<file path="config.mk">
export PLATFORM = sky130hd
export DESIGN_NAME = leak_sweeper
export DESIGN_NICKNAME = d
export VERILOG_FILES = /design/src/rtl/leak_pkg.sv /design/src/rtl/leak_period_timer.sv /design/src/rtl/leak_sweep_fsm.sv /design/src/rtl/leak_port_arbiter.sv /design/src/rtl/leak_sweeper.sv
export SDC_FILE = /design/constraint.sdc
export NUM_CORES = 1
export LEC_CHECK = 0
export BUFFER_PORTS_ARGS = -buffer_cell sky130_fd_sc_hd__buf_2
export CAP_MARGIN = 20
export CELL_PAD_IN_SITES_DETAIL_PLACEMENT = 1
export CELL_PAD_IN_SITES_GLOBAL_PLACEMENT = 2
export CORE_MARGIN = 2
export CORE_UTILIZATION = 35
export DETAILED_ROUTE_END_ITERATION = 10
export GPL_ROUTABILITY_DRIVEN = 0
export PLACE_DENSITY = 0.88
export SLEW_MARGIN = 20
export SYNTH_ARGS = -nofsm -noshare
export SYNTH_HDL_FRONTEND = slang
export SYNTH_SLANG_ARGS = --single-unit
</file>
<file path="constraint.sdc">
create_clock -name clk -period 8 [get_ports clk]
set_input_delay 0.4 -clock clk [delete_from_list [all_inputs] [get_ports clk]]
set_output_delay 0.4 -clock clk [all_outputs]
set_load 0.02 [all_outputs]
</file>
<file path="src/rtl/leak_pkg.sv">
package leak_pkg;
  typedef enum logic [1:0] {
    SW_IDLE  = 2'd0,
    SW_READ  = 2'd1,
    SW_WRITE = 2'd2
  } sweep_state_e;
endpackage

</file>
<file path="src/rtl/leak_period_timer.sv">
module leak_period_timer #(
  parameter int PW = 16
) (
  input  logic          clk,
  input  logic          rst_n,
  input  logic [PW-1:0] period,
  output logic          tick
);
  logic [PW-1:0] cnt_q;

  // A shrinking period while counting still expires at once (>=).
  always_comb tick = (period != '0) && (cnt_q >= period - 1'b1);

  always_ff @(posedge clk) begin
    if (!rst_n)                      cnt_q <= '0;
    else if (period == '0 || tick)   cnt_q <= '0;
    else                             cnt_q <= cnt_q + 1'b1;
  end
endmodule

</file>
<file path="src/rtl/leak_sweep_fsm.sv">
module leak_sweep_fsm
  import leak_pkg::*;
#(
  parameter int DW    = 8,
  parameter int CELLS = 4096,
  localparam int AW   = $clog2(CELLS)
) (
  input  logic          clk,
  input  logic          rst_n,
  input  logic          tick,
  input  logic [DW-2:0] amount,
  input  logic          gnt,
  input  logic          eng_wr,
  input  logic [AW-1:0] eng_addr,
  input  logic [DW-1:0] mem_rdata,
  output logic          req,
  output logic          we,
  output logic [AW-1:0] addr,
  output logic [DW-1:0] wdata
);
  localparam logic [AW-1:0] LAST = AW'(CELLS - 1);

  sweep_state_e  state_q;
  logic [AW-1:0] addr_q;
  logic          pend_q;
  logic          rd_pend_q;
  logic [DW-1:0] hold_q;
  logic [DW-1:0] cur;
  logic          stale;

  function automatic logic [DW-1:0] leak_step(input logic [DW-1:0] v,
                                              input logic [DW-2:0] a);
    logic signed [DW:0] vx, ax, r;
    vx = {v[DW-1], v};
    ax = {2'b00, a};
    if (vx > ax)       r = vx - ax;
    else if (vx < -ax) r = vx + ax;
    else               r = '0;
    return r[DW-1:0];
  endfunction

  always_comb begin
    cur   = rd_pend_q ? mem_rdata : hold_q;
    stale = (state_q == SW_WRITE) && eng_wr && (eng_addr == addr_q);
    req   = (state_q != SW_IDLE);
    we    = (state_q == SW_WRITE);
    addr  = addr_q;
    wdata = leak_step(cur, amount);
  end

  always_ff @(posedge clk) begin
    if (!rst_n) begin
      state_q   <= SW_IDLE;
      addr_q    <= '0;
      pend_q    <= 1'b0;
      rd_pend_q <= 1'b0;
      hold_q    <= '0;
    end else begin
      rd_pend_q <= (state_q == SW_READ) && gnt;
      if (rd_pend_q) hold_q <= mem_rdata;
      if (tick) pend_q <= 1'b1;
      else if (state_q == SW_IDLE && pend_q) pend_q <= 1'b0;
      case (state_q)
        SW_IDLE: if (pend_q) begin
          state_q <= SW_READ;
          addr_q  <= '0;
        end
        SW_READ: if (gnt) state_q <= SW_WRITE;
        SW_WRITE: begin
          if (stale) state_q <= SW_READ;
          else if (gnt) begin
            addr_q  <= addr_q + 1'b1;
            state_q <= (addr_q == LAST) ? SW_IDLE : SW_READ;
          end
        end
        default: state_q <= SW_IDLE;
      endcase
    end
  end

  // a write-back is zero or keeps the sign of the value read.
  p_no_sign_cross_r4: assert property (@(posedge clk) disable iff (!rst_n)
    (state_q == SW_WRITE && gnt) |-> (wdata == '0 || wdata[DW-1] == cur[DW-1]));
  // a stalled sweep keeps its address.
  p_pause_hold_r6: assert property (@(posedge clk) disable iff (!rst_n)
    (req && !gnt) |=> $stable(addr_q));
  // expiry during a pass is remembered.
  p_defer_flag_r8: assert property (@(posedge clk) disable iff (!rst_n)
    (tick && state_q != SW_IDLE) |=> pend_q);
  // every pass starts at address zero.
  p_pass_from_zero_r1: assert property (@(posedge clk) disable iff (!rst_n)
    (state_q == SW_IDLE && pend_q) |=> (state_q == SW_READ && addr_q == '0));
endmodule

</file>
<file path="src/rtl/leak_port_arbiter.sv">
module leak_port_arbiter #(
  parameter int DW = 8,
  parameter int AW = 12
) (
  input  logic          clk,
  input  logic          rst_n,
  input  logic          eng_valid,
  input  logic          eng_we,
  input  logic [AW-1:0] eng_addr,
  input  logic [DW-1:0] eng_wdata,
  output logic          eng_rvalid,
  input  logic          sw_req,
  input  logic          sw_we,
  input  logic [AW-1:0] sw_addr,
  input  logic [DW-1:0] sw_wdata,
  output logic          sw_gnt,
  output logic          mem_en,
  output logic          mem_we,
  output logic [AW-1:0] mem_addr,
  output logic [DW-1:0] mem_wdata
);
  always_comb begin
    sw_gnt = sw_req && !eng_valid;
    mem_en = eng_valid || sw_req;
    if (eng_valid) begin
      mem_we    = eng_we;
      mem_addr  = eng_addr;
      mem_wdata = eng_wdata;
    end else begin
      mem_we    = sw_req && sw_we;
      mem_addr  = sw_addr;
      mem_wdata = sw_wdata;
    end
  end

  always_ff @(posedge clk) begin
    if (!rst_n) eng_rvalid <= 1'b0;
    else        eng_rvalid <= eng_valid && !eng_we;
  end
endmodule

</file>
<file path="src/rtl/leak_sweeper.sv">
module leak_sweeper #(
  parameter int ROWS  = 64,
  parameter int COLS  = 64,
  parameter int DW    = 8,
  parameter int PW    = 16,
  localparam int CELLS = ROWS * COLS,
  localparam int AW    = $clog2(CELLS)
) (
  input  logic          clk,
  input  logic          rst_n,
  input  logic [PW-1:0] cfg_period,
  input  logic [DW-2:0] cfg_amount,
  input  logic          ce_valid,
  input  logic          ce_we,
  input  logic [AW-1:0] ce_addr,
  input  logic [DW-1:0] ce_wdata,
  output logic          ce_rvalid,
  output logic [DW-1:0] ce_rdata,
  output logic          mem_en,
  output logic          mem_we,
  output logic [AW-1:0] mem_addr,
  output logic [DW-1:0] mem_wdata,
  input  logic [DW-1:0] mem_rdata
);
  logic          tick;
  logic          sw_req, sw_we, sw_gnt;
  logic [AW-1:0] sw_addr;
  logic [DW-1:0] sw_wdata;

  assign ce_rdata = mem_rdata;

  leak_period_timer #(.PW(PW)) u_timer (
    .clk(clk), .rst_n(rst_n), .period(cfg_period), .tick(tick));

  leak_sweep_fsm #(.DW(DW), .CELLS(CELLS)) u_sweep (
    .clk(clk), .rst_n(rst_n), .tick(tick), .amount(cfg_amount),
    .gnt(sw_gnt), .eng_wr(ce_valid && ce_we), .eng_addr(ce_addr),
    .mem_rdata(mem_rdata), .req(sw_req), .we(sw_we), .addr(sw_addr),
    .wdata(sw_wdata));

  leak_port_arbiter #(.DW(DW), .AW(AW)) u_arb (
    .clk(clk), .rst_n(rst_n),
    .eng_valid(ce_valid), .eng_we(ce_we), .eng_addr(ce_addr),
    .eng_wdata(ce_wdata), .eng_rvalid(ce_rvalid),
    .sw_req(sw_req), .sw_we(sw_we), .sw_addr(sw_addr), .sw_wdata(sw_wdata),
    .sw_gnt(sw_gnt), .mem_en(mem_en), .mem_we(mem_we), .mem_addr(mem_addr),
    .mem_wdata(mem_wdata));
endmodule

</file>
==> impl_results.md <==
* Post-CTS Setup Inserts at 0
* I/O pin count at 86
* NetSw at 0.132 mW
* CP endpoint kind: primary output
* Detail-routed net length per standard cell at 15.2 um
* WP data arrival at 3420 ps
* Rel. slew slack at 53.9%
* Crit path kind: flop to primary output
* WP buf/inv at 2
* Final setup skew at 5.43 ps
* Cts repair resizes at 0
* Fin util at 40.8%
* Critical path's top delay family: compound AO/OA/AOI/OAI gates
* Post-Route WL at 10,200 um
* Avg Inst Size Synth at 8.41 um2
* Synth Warn # at 0
* CTS tree: yes
* Startpoint Class: flop
* Vias/cell at 5.22
* Max-cap viol count at 0
* Distinct cells, synth at 61
* Number of port buffers at 85
* Top cells by area, synth: dfxtp_1, ha_1, xnor2_1, xor2_1, mux2_2
* Crit-path cells: mux2i_1 -> inv_1 -> ha_1 -> nand2_1 -> o31a_4 -> o211a_4 -> a21oi_4 -> nand2_2 -> o311ai_2 -> buf_2
* Final min period at 3820 ps
* Critical path fanouts, max at 9
* Pleak at 1.97 nW
* Pre-antenna DRT Iters at 4
* Design area at 4430 um2
* Hold-fix buffers at CTS at 0
* Worst-Skew Late Latency at 300 ps
* Slowest stage delay, CP at 570 ps
* Ys flop type: dfxtp_1
* Die footprint at 12,000 um2
* Filler cells at 1,330
* Top-count cell post-synth: ha_1
* Total gr overflow at 0
* H-tree lvl count at 2
* Number of global-route vias before repair at 3,606
* Combinational group share of total power at 21.3%
* Flops & latches, synth at 41
* Top cells by count, synth: ha_1, dfxtp_1, nand2_1, xnor2_1, nor2_1
* Clk sink count at 41
* Largest net degree at the start of global routing at 31
* Final net count at 629
* Row count at 38
* Setup-failing EPs final at 0
* Share of layout cells above drive strength 1 at 24.8%
* Num CTS Buffers at 5
* Post-synth EDFFs at 0
* Status: complete, no violations
* Antenna violations before repair at 0
* Crit path max-delay cell type: dfxtp_1
* Final hold vios at 0
* Setup TNS at 0 ps
* Placed inst area at 4320 um2
* GRT Total Usage at 17.5%
* Pwr dens at 106 nW/um2
* Worst-margin pin slew at 692 ps
* Post-synth ARST share at 0%
* Worst endpoint required time at 7600 ps
* Seq/Total Area, Yosys at 21.0%
* Sequential Power Share at 44.1%
* Period utilisation layout at 47.7%
* Routed via count at 3,494
* Root Driver: clkbuf_8
* Achievable Freq at 0.262 GHz
* Area growth syn-to-layout at 13.5%
* N_diodes at 0
* RSZ-0062 raised after global routing: false
* Syn nets at 564
* Synthesized cell area at 3900 um2
* DRC at 0
* Yosys top cell by area: dfxtp_1
* Int Pwr at 0.338 mW
* Clock power share at 34.7%
* Final ANT Viol Nets at 0
* Peak supply drop at 0.0733 mV
* HPWL Detailed at 8480 um
* Cells after Synth at 464
* First-pass GRT wire length at 16,700 um
* Core Area at 10,800 um2
* Die span in x at 110 um
* Starting DRT DRC Count at 102
* Synth top area share at 21.0%
* Initial core utilization at 36.0%
* Die Ht at 110 um
* Clock buffer depth at 2
* Clk pin slew, worst setup/hold paths at 80 ps
* Max Slew Vio Count at 0
* Worst Hold Class: primary input to flop
* Switching power share of the total at 28.1%
[final timing paths]
path | endpoint | cells after the start | slack [ps] | start
hold / removal | u_arb.eng_rvalid | 2 | 290 | ce_we
hold reg to reg | u_timer.cnt_q[0] | 1 | 520 | u_timer.cnt_q[0]
setup / recovery | mem_wdata[6] | 10 | 4180 | u_sweep.rd_pend_q
setup reg to reg | u_timer.cnt_q[2] | 8 | 5890 | u_timer.cnt_q[0]
[placed cells by master (no fill, tap or decap), types with 11 or more instances in the layout]
| cell type | Yosys | final |
|---|---|---|
| nor2_1 | 30 | 30 |
| mux2_2 | 16 | 16 |
| nand2_1 | 34 | 34 |
| o21ai_0 | 12 | 12 |
| xnor2_1 | 34 | 34 |
| nor3_1 | 27 | 27 |
| a21oi_1 | 19 | 19 |
| ha_1 | 43 | 43 |
| nand4_1 | 11 | 11 |
| xor2_1 | 28 | 28 |
| nand3_1 | 17 | 17 |
| dfxtp_1 | 41 | 41 |
| buf_2 | 2 | 85 |
| inv_1 | 22 | 22 |
[cell families (layout without fill, tap and decap cells)]
kind of cell | Yosys count | after routing | synth area share, %
DFF | 41 | 41 | 21.0
AOI/OAI and AO/OA | 75 | 75 | 13.9
adders and majority gates | 45 | 45 | 14.8
muxes | 21 | 21 | 6.09
xor gates and xnor gates | 62 | 62 | 13.9
buffers and inverters | 50 | 115 | 6.80
and+or+nand+nor | 170 | 170 | 23.4
[power groups by stage]
stage	registers, mW	logic (mW)	clock network (mW)
global placement	0.212	0.0978	0
CTS	0.207	0.102	0.167
detailed placement	0.212	0.101	0
global route	0.207	0.112	0.173
finish	0.207	0.0999	0.163
floorplan	0.212	0.0649	0
[final cells by class]
class                   count  area, um2  area share [%]
inverters                  23       86.3            1.95
flip-flops and latches     41        821            18.5
well taps                 140        175            3.96
clock inverters             2       35.0           0.791
multi-input cells         373       2820            63.6
clock buffers               5       68.8            1.55
repair buffers             85        425            9.61
[layer usage]
layer / GRT usage, % / share of wire (%) / vias up
met5: 0 / 0 / -
met4: 7.78 / 2.6 / 0
met3: 1.66 / 3.4 / 17
met2: 31.4 / 50 / 67
met1: 21.2 / 43 / 1657
li1: - / - / 1753
[through the flow]
step                cells  total power, mW  hold slack [ps]  setup slack [ps]
floorplan             464            0.276              456              4910
global placement      662            0.309              488              4580
detailed placement    662            0.313              510              4500
CTS                   669            0.475              276              4160
global route          669            0.491              279              4020
finish                669            0.470              285              4180
[flip-flops by register name, summed over array words and instances, names as in the netlist]
signal             flops
u_timer.cnt_q         16
u_sweep.addr          12
u_sweep.hold_q         8
u_sweep.state_q        2
u_arb.eng_rvalid       1
u_sweep.pend_q         1
u_sweep.rd_pend_q      1
(Power assumes the default switching activity.)
